==> config.mk <==
export PLATFORM = sky130hd
export DESIGN_NAME = hold_arb
export DESIGN_NICKNAME = d
export VERILOG_FILES = /design/src/rtl/hold_arb_pkg.sv /design/src/rtl/hold_arb_refresh_guard.sv /design/src/rtl/hold_arb_fsm.sv /design/src/rtl/hold_arb_outdec.sv /design/src/rtl/hold_arb.sv
export SDC_FILE = /design/constraint.sdc
export NUM_CORES = 1
export LEC_CHECK = 0
export ABC_AREA = 1
export BUFFER_PORTS_ARGS = -buffer_cell sky130_fd_sc_hd__buf_4
export CAP_MARGIN = 20
export CORE_AREA = 2 2 39 41
export CTS_CLUSTER_SIZE = 8
export DETAILED_ROUTE_END_ITERATION = 7
export DIE_AREA = 0 0 41 43
export PLACE_DENSITY_LB_ADDON = 0.12
export REMOVE_ABC_BUFFERS = 1
export SETUP_SLACK_MARGIN = 0.3
export SLEW_MARGIN = 20
export SYNTH_ARGS = -nofsm -noshare
export SYNTH_HDL_FRONTEND = slang
export SYNTH_HIERARCHICAL = 1
export SYNTH_SLANG_ARGS = --single-unit
==> constraint.sdc <==
create_clock -name clk -period 2.3 [get_ports clk]
set_input_delay 0.46 -clock clk [delete_from_list [all_inputs] [get_ports clk]]
set_output_delay 0.46 -clock clk [all_outputs]
set_load 0.01 [all_outputs]
==> src/rtl/hold_arb_pkg.sv <==
package hold_arb_pkg;
  typedef enum logic [2:0] {
    ST_OWNED     = 3'd0,
    ST_WAIT_END  = 3'd1,
    ST_REL_TRI   = 3'd2,
    ST_REL_CS    = 3'd3,
    ST_GRANTED   = 3'd4,
    ST_RECLAIM   = 3'd5
  } arb_st_e;
endpackage

==> src/rtl/hold_arb_refresh_guard.sv <==
module hold_arb_refresh_guard (
  input  logic clk,
  input  logic rst_n,
  input  logic refresh_req,
  input  logic refresh_done,
  output logic refresh_block
);
  logic pend_q;

  always_ff @(posedge clk) begin
    if (!rst_n)            pend_q <= 1'b0;
    else if (refresh_req)  pend_q <= 1'b1;
    else if (refresh_done) pend_q <= 1'b0;
  end

  assign refresh_block = refresh_req | pend_q;
endmodule

==> src/rtl/hold_arb_fsm.sv <==
module hold_arb_fsm
  import hold_arb_pkg::*;
(
  input  logic    clk,
  input  logic    rst_n,
  input  logic    hold_req,
  input  logic    bus_quiet,
  input  logic    refresh_block,
  output arb_st_e state
);
  arb_st_e nxt;

  always_comb begin
    nxt = state;
    unique case (state)
      ST_OWNED:    if (hold_req && !refresh_block) nxt = ST_WAIT_END;
      ST_WAIT_END: begin
        if (!hold_req || refresh_block) nxt = ST_OWNED;
        else if (bus_quiet)             nxt = ST_REL_TRI;
      end
      ST_REL_TRI:  nxt = ST_REL_CS;
      ST_REL_CS:   nxt = (hold_req && !refresh_block) ? ST_GRANTED : ST_RECLAIM;
      ST_GRANTED:  if (!hold_req || refresh_block) nxt = ST_RECLAIM;
      ST_RECLAIM:  nxt = ST_OWNED;
      default:     nxt = ST_OWNED;
    endcase
  end

  always_ff @(posedge clk) begin
    if (!rst_n) state <= ST_OWNED;
    else        state <= nxt;
  end
endmodule

==> src/rtl/hold_arb_outdec.sv <==
module hold_arb_outdec
  import hold_arb_pkg::*;
#(
  parameter int NUM_OE = 6,
  parameter int NUM_CS = 8
) (
  input  arb_st_e           state,
  output logic              hold_ack,
  output logic [NUM_OE-1:0] bus_oe,
  output logic [NUM_CS-1:0] cs_park
);
  logic drive, park;

  assign drive    = (state == ST_OWNED) || (state == ST_WAIT_END);
  assign park     = (state == ST_REL_CS) || (state == ST_GRANTED) || (state == ST_RECLAIM);
  assign hold_ack = (state == ST_GRANTED);

  for (genvar g = 0; g < NUM_OE; g++) begin : g_oe
    assign bus_oe[g] = drive;
  end
  for (genvar c = 0; c < NUM_CS; c++) begin : g_cs
    assign cs_park[c] = park;
  end
endmodule

==> src/rtl/hold_arb.sv <==
module hold_arb
  import hold_arb_pkg::*;
#(
  parameter int NUM_OE = 6,
  parameter int NUM_CS = 8
) (
  input  logic              clk,
  input  logic              rst_n,
  input  logic              hold_req,
  input  logic              cyc_busy,
  input  logic              lock_active,
  input  logic              dma_busy,
  input  logic              refresh_req,
  input  logic              refresh_done,
  output logic              hold_ack,
  output logic [NUM_OE-1:0] bus_oe,
  output logic [NUM_CS-1:0] cs_park
);
  arb_st_e state;
  logic    refresh_block;
  logic    bus_quiet;

  assign bus_quiet = !cyc_busy && !lock_active && !dma_busy;

  hold_arb_refresh_guard u_guard (
    .clk          (clk),
    .rst_n        (rst_n),
    .refresh_req  (refresh_req),
    .refresh_done (refresh_done),
    .refresh_block(refresh_block)
  );

  hold_arb_fsm u_fsm (
    .clk          (clk),
    .rst_n        (rst_n),
    .hold_req     (hold_req),
    .bus_quiet    (bus_quiet),
    .refresh_block(refresh_block),
    .state        (state)
  );

  hold_arb_outdec #(.NUM_OE(NUM_OE), .NUM_CS(NUM_CS)) u_dec (
    .state   (state),
    .hold_ack(hold_ack),
    .bus_oe  (bus_oe),
    .cs_park (cs_park)
  );
endmodule

## Word level (Yosys, flattened, before mapping)

Cells that the tools add are included.

- Shift operators: 0
- Add/sub/neg operators: 0
- Mux-type cells: 8
- Bitwise logic cells: 1
- Multipliers: 0
- Divide/modulo/power cells: 0
- Equal/unequal tests: 8
- Order comparisons: 0
- Reduce and logical (&&, ||, !) cells: 15

Operators by type and width:

| cell | count |
|---|---|
| case mux 3 bit (5 select lines) | 1 |
| 2-to-1 mux 3 bit | 4 |
| == test 3 x 2 -> 1 bit (second input constant) | 2 |
| == test 3 bit (second input constant) | 2 |
| zero test 1 bit | 5 |
| logical OR 1 bit | 4 |
| == test 3 x 1 -> 1 bit (second input constant) | 1 |
| logical AND 1 bit | 3 |
| zero test 3 bit | 1 |
| 2-to-1 mux 1 bit | 3 |
| != test 3 bit (second input constant) | 1 |
| AND reduction 3 bit | 1 |
| != test 2 x 1 -> 1 bit (second input constant) | 1 |
| != test 2 bit (second input constant) | 1 |
| nonzero test 2 bit | 1 |
| OR 1 bit | 1 |

- Bits of input ports: 8
- Memories kept: 0
- Output and inout port bits: 15
- Latch bits: 0
- Bits in registers: 4
- Bits in read-only memories: 0
- RAM bits: 0

## Longest topological paths before layout

Gate-level depths: netlist (run 1).

- Depth after elaboration: 6
- Gate-level depth with buffers: 10
- Depth with buffers taken out: 10

## Modules after synthesis

The synthesis (run 1) kept the hierarchy.

Modules (own cells, without submodules):

| module | times used | seq. area each (um^2) | area an instance (um^2) | cells each |
|---|---|---|---|---|
| hold_arb_fsm | 1 | 60.1 | 193.9 | 33 |
| hold_arb_outdec | 1 | 0.0 | 126.4 | 19 |
| hold_arb_refresh_guard | 1 | 20.0 | 42.5 | 7 |
| hold_arb | 1 | 0.0 | 17.5 | 4 |

## Worst setup path after synthesis (run 1)

Ideal clock, no wire load.

- Path kind: flip-flop to output port
- Start: reg u_fsm.state[1]
- End: out cs_park[0]
- Buffers on the path: 1
- Slack: 665 ps
- Arrival: 1175 ps
- Cell stages (with the launch flop): 4
- Path through: dfxtp_1 > nor2_1 > a21oi_1 > buf_4

- Cells in the longest elaborated chain, start to end: 3
- Elaborated cells on any way between the ends: 5
- Those cells by class: eq/ne: 3; reduce/logical: 2

RTL lines:

| item | line | RTL |
|---|---|---|
| from (decl) | hold_arb_fsm.sv:9 | `output arb_st_e state` |
| from (signal assigned) | hold_arb_fsm.sv:31 | `else state <= nxt;` |
| == test 3 x 2 -> 1 bit or == test 3 bit (tied branches) | hold_arb_outdec.sv:15 | `assign park = (state == ST_REL_CS) \|\| (state == ST_GRANTED) \|\| (state == ST_RECLAIM);` |
| logical OR 1 bit | hold_arb_outdec.sv:15 |  |
| logical OR 1 bit * | hold_arb_outdec.sv:15 |  |
| to (decl) | hold_arb.sv:17 | `output logic [NUM_CS-1:0] cs_park` |

Every way passes the cells marked *; elsewhere a longest branch is shown, timed or not.

## Worst setup path after layout (run 1)

- Start: reg u_fsm.state[2]
- End: out cs_park[6]

The elaborated chain is that of the path after synthesis.

==> flow_summary_export.csv, run 1 <==
group,metric,value,unit
status,status,"finished clean",
clock_network,cts.sinks,4,
critical_path,crit_path_max_fanout,8,
global_routing,grt_pass1_vias,319,
die,chipWidth,41,um
die,coreArea,0.00138,sq mm
critical_path,crit_chain,"nor2_1, a21oi_2, buf_4",
clock_network,cts_tree,"built",
cells_and_area,fin_cells,90,
clock_network,clk_pin_slew,0.04,ns
pwr,ir_worst_vdd,0.250,mV
cells_and_area,drive_gt1_frac,0.432,
drt,wl,655,um
synthesis,ys_seq_area_frac,0.211,
critical_path,worstSetupPathType,"reg -> out",
drt,vias,370,
die,floorplan.initialDensity,0.275,
synthesis,synth_area,380,sq um
cells_and_area,nFillCells,163,
clock_network,cts_buffer_depth,2,
clock_network,clkLatencyLatePin,0.23,ns
placed_design,numPortBuffers,22,
synthesis,yosysTopAreaCellShare,0.276,
critical_path,cp_slowest_cell,"dfxtp_1",
timing,fin_crit_sh,0.753,
run,max_cap_violations,0,
drt,drtPass1Iterations,3,
synthesis,syn_inst,63,
timing,slew_headroom,0.720,
clock_network,ctsHoldBuffers,0,
synthesis,synthDistinctLibCells,11,
timing,clock_skew,0.00271,ns
clock_network,cts_made_buffers,3,
min_path,hold_path_end,"u_guard/pend_q$_SDFFE_PN0P_",
synthesis,ys_ff_latch,4,
critical_path,rrSetupSlack,1.16,ns
placed_design,place_congestion,0.704,
critical_path,crit_path_start_kind,"flop",
critical_path,crit_path_end_kind,"primary output",
timing,hold_slack,0.464,ns
timing,hold_viol_final,0,
drt,ant_nets,0,
die,fp.dieH,43,um
placed_design,dpl.cell_count,87,
drt,drt-initial-drc-count,6,
cells_and_area,regArea,81.3,sq um
drt,vias_per_cell,4.11,
global_routing,grt_pass1_wl,1.16,mm
cells_and_area,antenna_cells,0,
drt,wl_per_cell,7.28,um
timing,max_freq,0.577,GHz
critical_path,crit_family,"flip-flops",
placed_design,hpwl,571,um
synthesis,yosys.area.top_type,"buf_4",
min_path,hold_start,"rst_n",
die,io_pins,23,
cells_and_area,final_nets,84,
global_routing,antenna_found_initial,0,
timing,finalWorstPathRequiredPeriod,1.73,ns
timing,setup_viol,0,
timing,rsz0062_at_grt,"no",
critical_path,rr_worst_depth,10,
critical_path,rr_startpoint,"u_guard/pend_q$_SDFFE_PN0P_",
synthesis,avgSynthCellArea,6.04,sq um
die,fp.dieArea,0.00176,sq mm
global_routing,grt_start_max_net_pins,10,
critical_path,critPathMaxStageDelay,0.43,ns
min_path,hold_depth,3,
placed_design,dpl_cell_area,460,sq um
clock_network,htreeDepth,1,
global_routing,grt_util_all_layers,0.0984,
cells_and_area,multi_input_area,158,sq um
cells_and_area,final_core_util,0.353,
global_routing,grt_overflow,0,
pwr,p_leak,0.000281,uW
die,rows,14,
critical_path,critPathRequiredTime,1.84,ns
drt,drc_errors,0,
clock_network,root_buffer,"clkbuf_4",
timing,worstMarginPinSlew,0.418,ns
critical_path,critPathArrivalTime,1.27,ns
critical_path,rr_endpoint,"u_fsm/state[0]$_SDFFE_PN0P_",
critical_path,path_buf_inv,1,
cells_and_area,final_cell_area,488,sq um
timing,slew_violations,0,
pwr,power.density,392,mW/mm^2
cells_and_area,syn2layout_area_growth,28.3,%
min_path,hold_path_class,"in -> reg",
synthesis,ys_warn_count,6,
synthesis,synthTopCellsByArea,"buf_4 (28%), dfxtp_1 (21%), nand2_1 (16%)",
==> final cells by class <==
type / count / share of cell area
repair buffers: 22 / 0.338
inverters: 11 / 0.0846
flip-flops and latches: 4 / 0.167
clock buffers: 3 / 0.0462
multi-input cells: 34 / 0.323
well taps: 16 / 0.0410
==> state kept, by name (all words and copies together) (netlist names) <==
signal	flops
u_guard/pend_q	1
u_fsm/state	3
==> how the worst max path moves through the flow <==
stage          cells past startpoint         end                         from
6_report                           3  cs_park[6]  u_fsm/state[2]$_SDFFE_PN0P_
5_1_grt                            3  cs_park[6]  u_fsm/state[1]$_SDFFE_PN0P_
4_1_cts                            3  cs_park[6]  u_fsm/state[1]$_SDFFE_PN0P_
3_5_place_dp                       3  cs_park[6]  u_fsm/state[1]$_SDFFE_PN0P_
3_3_place_gp                       3  cs_park[6]  u_fsm/state[1]$_SDFFE_PN0P_
2_1_floorplan                      2  cs_park[0]  u_fsm/state[1]$_SDFFE_PN0P_
==> layout by cell type (no fill, tap or decap) <==
cell / instances
clkbuf_4: 3
dfxtp_1: 3
nor3_1: 1
a21oi_2: 1
nor3_2: 1
nor2_2: 2
buf_4: 22
nor2_1: 5
inv_1: 11
a21oi_1: 2
nand3_1: 4
nand2_1: 16
nand2_2: 2
dfxtp_2: 1
==> report_power, final <==
group	internal (uW)	total [uW]	switching (uW)	leakage, uW
Sequential	72.5	75.3	2.81	0.0000332
Clock	58.1	82.5	24.4	0.0000138
Combinational	16.8	33.5	16.7	0.000234
==> layer usage <==
| metal | GRT usage | wire length (um) | part of all wire |
|---|---|---|---|
| met1 | 0.106 | 280 | 0.43 |
| met2 | 0.147 | 284 | 0.43 |
| met3 | 0.0628 | 90 | 0.14 |
| met4 | 0.0400 | 0 | 0 |
| met5 | 0 | 0 | 0 |
==> logic make-up (layout without fill, tap and decap cells) <==
| logic type | count (synthesis) | in the layout | synth area share |
|---|---|---|---|
| DFF | 4 | 4 | 0.211 |
| buffers and inverters | 25 | 36 | 0.385 |
| and+or+nand+nor | 31 | 31 | 0.365 |
| AOI/OAI and AO/OA | 3 | 3 | 0.0395 |
==> what timing repair did <==
action | CTS | global route
buffers inserted | 0 | 0
hold endpoints to repair | 0 | 0
gates resized for setup | 1 | 1
endpoints found under the setup margin | 8 | 8
gates cloned | 0 | 0
==> cells in the mapped netlist <==
cell type / number
nand3_1: 4
a21oi_1: 3
nor2_1: 5
nor2_2: 2
inv_1: 11
nor3_1: 1
nand2_2: 2
nand2_1: 16
buf_4: 14
nor3_2: 1
dfxtp_1: 4
==> worst reg2reg max path, stage by stage, from the launching register on <==
cell and delay [ns]:
dfxtp_1 0.29, nor2_1 0.13, inv_1 0.05, inv_1 0.05
nand2_1 0.10, inv_1 0.11, nand2_2 0.06, nand2_1 0.08
nand3_1 0.08, nand2_1 0.06, inv_1 0.04
==> stage by stage <==
step / setup slack (ns) / TNS (ns) / power, uW
floorplan: -0.195 / -1.56 / 94.5
global placement: 0.535 / 0 / 110
detailed placement: 0.495 / 0 / 110
CTS: 0.413 / 0 / 197
global route: 0.421 / 0 / 211
finish: 0.568 / 0 / 191
Power figures use the tool's default switching activity.
==> inputs of run 2 (changes only) <==
Settings changed: ABC_AREA 1 to 0.
Clock period 2.3 ns to 1.7 ns, I/O delays scaled along.
==> run 2 against run 1 <==
Compared with the run above:
- sequential share of layout area increased by 1.2 points
- largest power group unchanged
- critical path type unchanged
- clock power is 41% higher
- register-to-register slack got worse by 0.76 ns
- via count is 22% lower
- utilization up 0.63 points
- synthesized cell count fell by 33%
==> flow_summary_export.csv, run 2 <==
group,metric,value,unit
synthesis,yosys.area.top_type,"buf_4",
drt,vias,288,
clock_network,cts_made_buffers,3,
drt,vias_per_cell,4.11,
cells_and_area,drive_gt1_frac,0.685,
critical_path,worstSetupPathType,"reg -> out",
synthesis,ys_ff_latch,4,
pwr,p_leak,0.000220,uW
timing,setup_viol,0,
clock_network,root_buffer,"clkbuf_4",
cells_and_area,regArea,88.8,sq um
critical_path,crit_path_end_kind,"primary output",
cells_and_area,final_cell_area,497,sq um
timing,setup_tns,0,ns
die,coreArea,0.00138,sq mm
critical_path,crit_path_start_kind,"flop",
cells_and_area,syn2layout_area_growth,37.8,%
synthesis,synth-edff-count,0,
clock_network,clk_pin_slew,0.04,ns
critical_path,crit_path_max_fanout,8,
synthesis,avgSynthCellArea,8.58,sq um
clock_network,clkLatencyLatePin,0.23,ns
synthesis,ys_seq_area_frac,0.222,
timing,fin_crit_sh,0.814,
placed_design,dpl.cell_count,66,
clock_network,ctsHoldBuffers,0,
die,rows,14,
drt,wl,660,um
timing,max_freq,0.722,GHz
global_routing,grt_start_max_net_pins,10,
die,fp.dieH,43,um
pwr,ir_worst_vdd,0.283,mV
min_path,hold_path_class,"in -> reg",
synthesis,synth_area,360,sq um
timing,rsz0062_at_grt,"yes",
die,io_pins,23,
critical_path,critPathArrivalTime,1.04,ns
timing,hold_viol_final,0,
synthesis,synthTopCellsByArea,"buf_4 (29%), dfxtp_1 (22%), or2b_2 (4.9%)",
placed_design,place_congestion,0.668,
cells_and_area,regMostFlops,"u_fsm/state",
clock_network,cts.sinks,4,
synthesis,synth_common_cells,"buf_4 (14), dfxtp_1 (4)",
die,fp.dieArea,0.00176,sq mm
cells_and_area,multi_input_area,185,sq um
cells_and_area,nFillCells,157,
cells_and_area,final_core_util,0.359,
clock_network,htreeDepth,1,
synthesis,yosysTopAreaCellShare,0.292,
pwr,power.density,499,mW/mm^2
global_routing,grt_pass1_vias,249,
timing,worstMarginPinSlew,0.215,ns
critical_path,critPathRequiredTime,1.36,ns
drt,wl_per_cell,9.43,um
cells_and_area,top_regs,"u_fsm/state: 3 flops, u_guard/pend_q: 1 flops",
timing,slew_violations,0,
status,status,"finished clean",
timing,slew_headroom,0.857,
global_routing,grt_overflow,0,
cells_and_area,final_nets,64,
cells_and_area,fin_cells,70,
clock_network,cts_buffer_depth,2,
drt,drtPass1Iterations,4,
synthesis,syn_inst,42,
cells_and_area,largest_reg_flops,3,
synthesis,synthFlopType,"dfxtp_1",
timing,finalWorstPathRequiredPeriod,1.38,ns
placed_design,numPortBuffers,22,
die,chipWidth,41,um
clock_network,cts_tree,"built",
drt,drt-initial-drc-count,1,
placed_design,hpwl,515,um
global_routing,grt_pass1_wl,972,um
synthesis,post-synth-top-count-cell,"buf_4",
placed_design,dpl_cell_area,440,sq um
cells_and_area,antenna_cells,0,
run,max_cap_violations,0,
die,floorplan.initialDensity,0.260,
drt,drc_errors,0,
timing,clock_skew,0.000786,ns
synthesis,synthDistinctLibCells,22,
synthesis,ys_warn_count,6,
global_routing,grt_util_all_layers,0.0843,
cells_and_area,mostFrequentLayoutCells,"buf_4 (21), clkbuf_4 (3)",
global_routing,antenna_found_initial,0,
drt,ant_nets,0,
synthesis,async_flop_share,0,
cells_and_area,final_common_cell,"buf_4",
-- run 2: worst max-delay path, stage by stage (launching register included) --
cell and delay [ns]:
dfxtp_4 0.36, nand3b_1 0.20, nand2_4 0.13, buf_4 0.13
-- run 2: path summary, 6_finish.rpt --
kind                               startpoint                     endpoint  slack (ns)  cells past startpoint
setup / recovery  u_fsm/state[2]$_SDFFE_PN0P_                   cs_park[3]        0.32                      3
hold / removal                    refresh_req  u_guard/pend_q$_SDFFE_PN0P_        0.32                      2
setup reg to reg  u_guard/pend_q$_SDFFE_PN0P_  u_fsm/state[0]$_SDFFE_PN0P_        0.40                      4
hold reg to reg   u_fsm/state[0]$_SDFFE_PN0P_  u_fsm/state[1]$_SDFFE_PN0P_        0.52                      2
-- run 2: cell families after synthesis --
group / Yosys count / synth area share
AO/OA/AOI/OAI: 6 / 0.104
buffers and inverters: 14 / 0.292
flip-flops: 4 / 0.222
AND/OR/NAND/NOR: 18 / 0.382
-- run 2: final cells by class --
cell class | count | area share
multi-input cells | 24 | 0.373
clock buffers | 3 | 0.0453
flip-flops and latches | 4 | 0.179
repair buffers | 23 | 0.363
well taps | 16 | 0.0403
-- run 2: stage by stage --
step	power [uW]	hold slack (ns)	setup slack [ns]
final	248	0.323	0.316
after global routing	266	0.318	0.262
after CTS	257	0.318	0.300
after detailed placement	136	0.563	0.259
after global placement	137	0.562	0.264
after floorplan	117	0.457	0.219
-- run 2: layer usage --
metal	global-route usage	share of wire	vias to the layer above
met4	0.0200	0	0
li1	-	-	153
met1	0.0965	0.41	126
met5	0	0	-
met3	0.0785	0.074	0
met2	0.113	0.52	9
-- run 2: power breakdown --
group | internal, uW | switching, uW
Combinational | 21.7 | 11.1
Clock | 78.9 | 37.6
Sequential | 95.1 | 3.64
Total | 196 | 52.3
-- run 2: timing repair --
action                                  4_1_cts  5_1_grt
pin swaps                                     0        1
endpoints found under the setup margin       15        8
endpoints found under the hold margin         0        0
setup buffers                                 0        1
gates resized for setup                       5        5
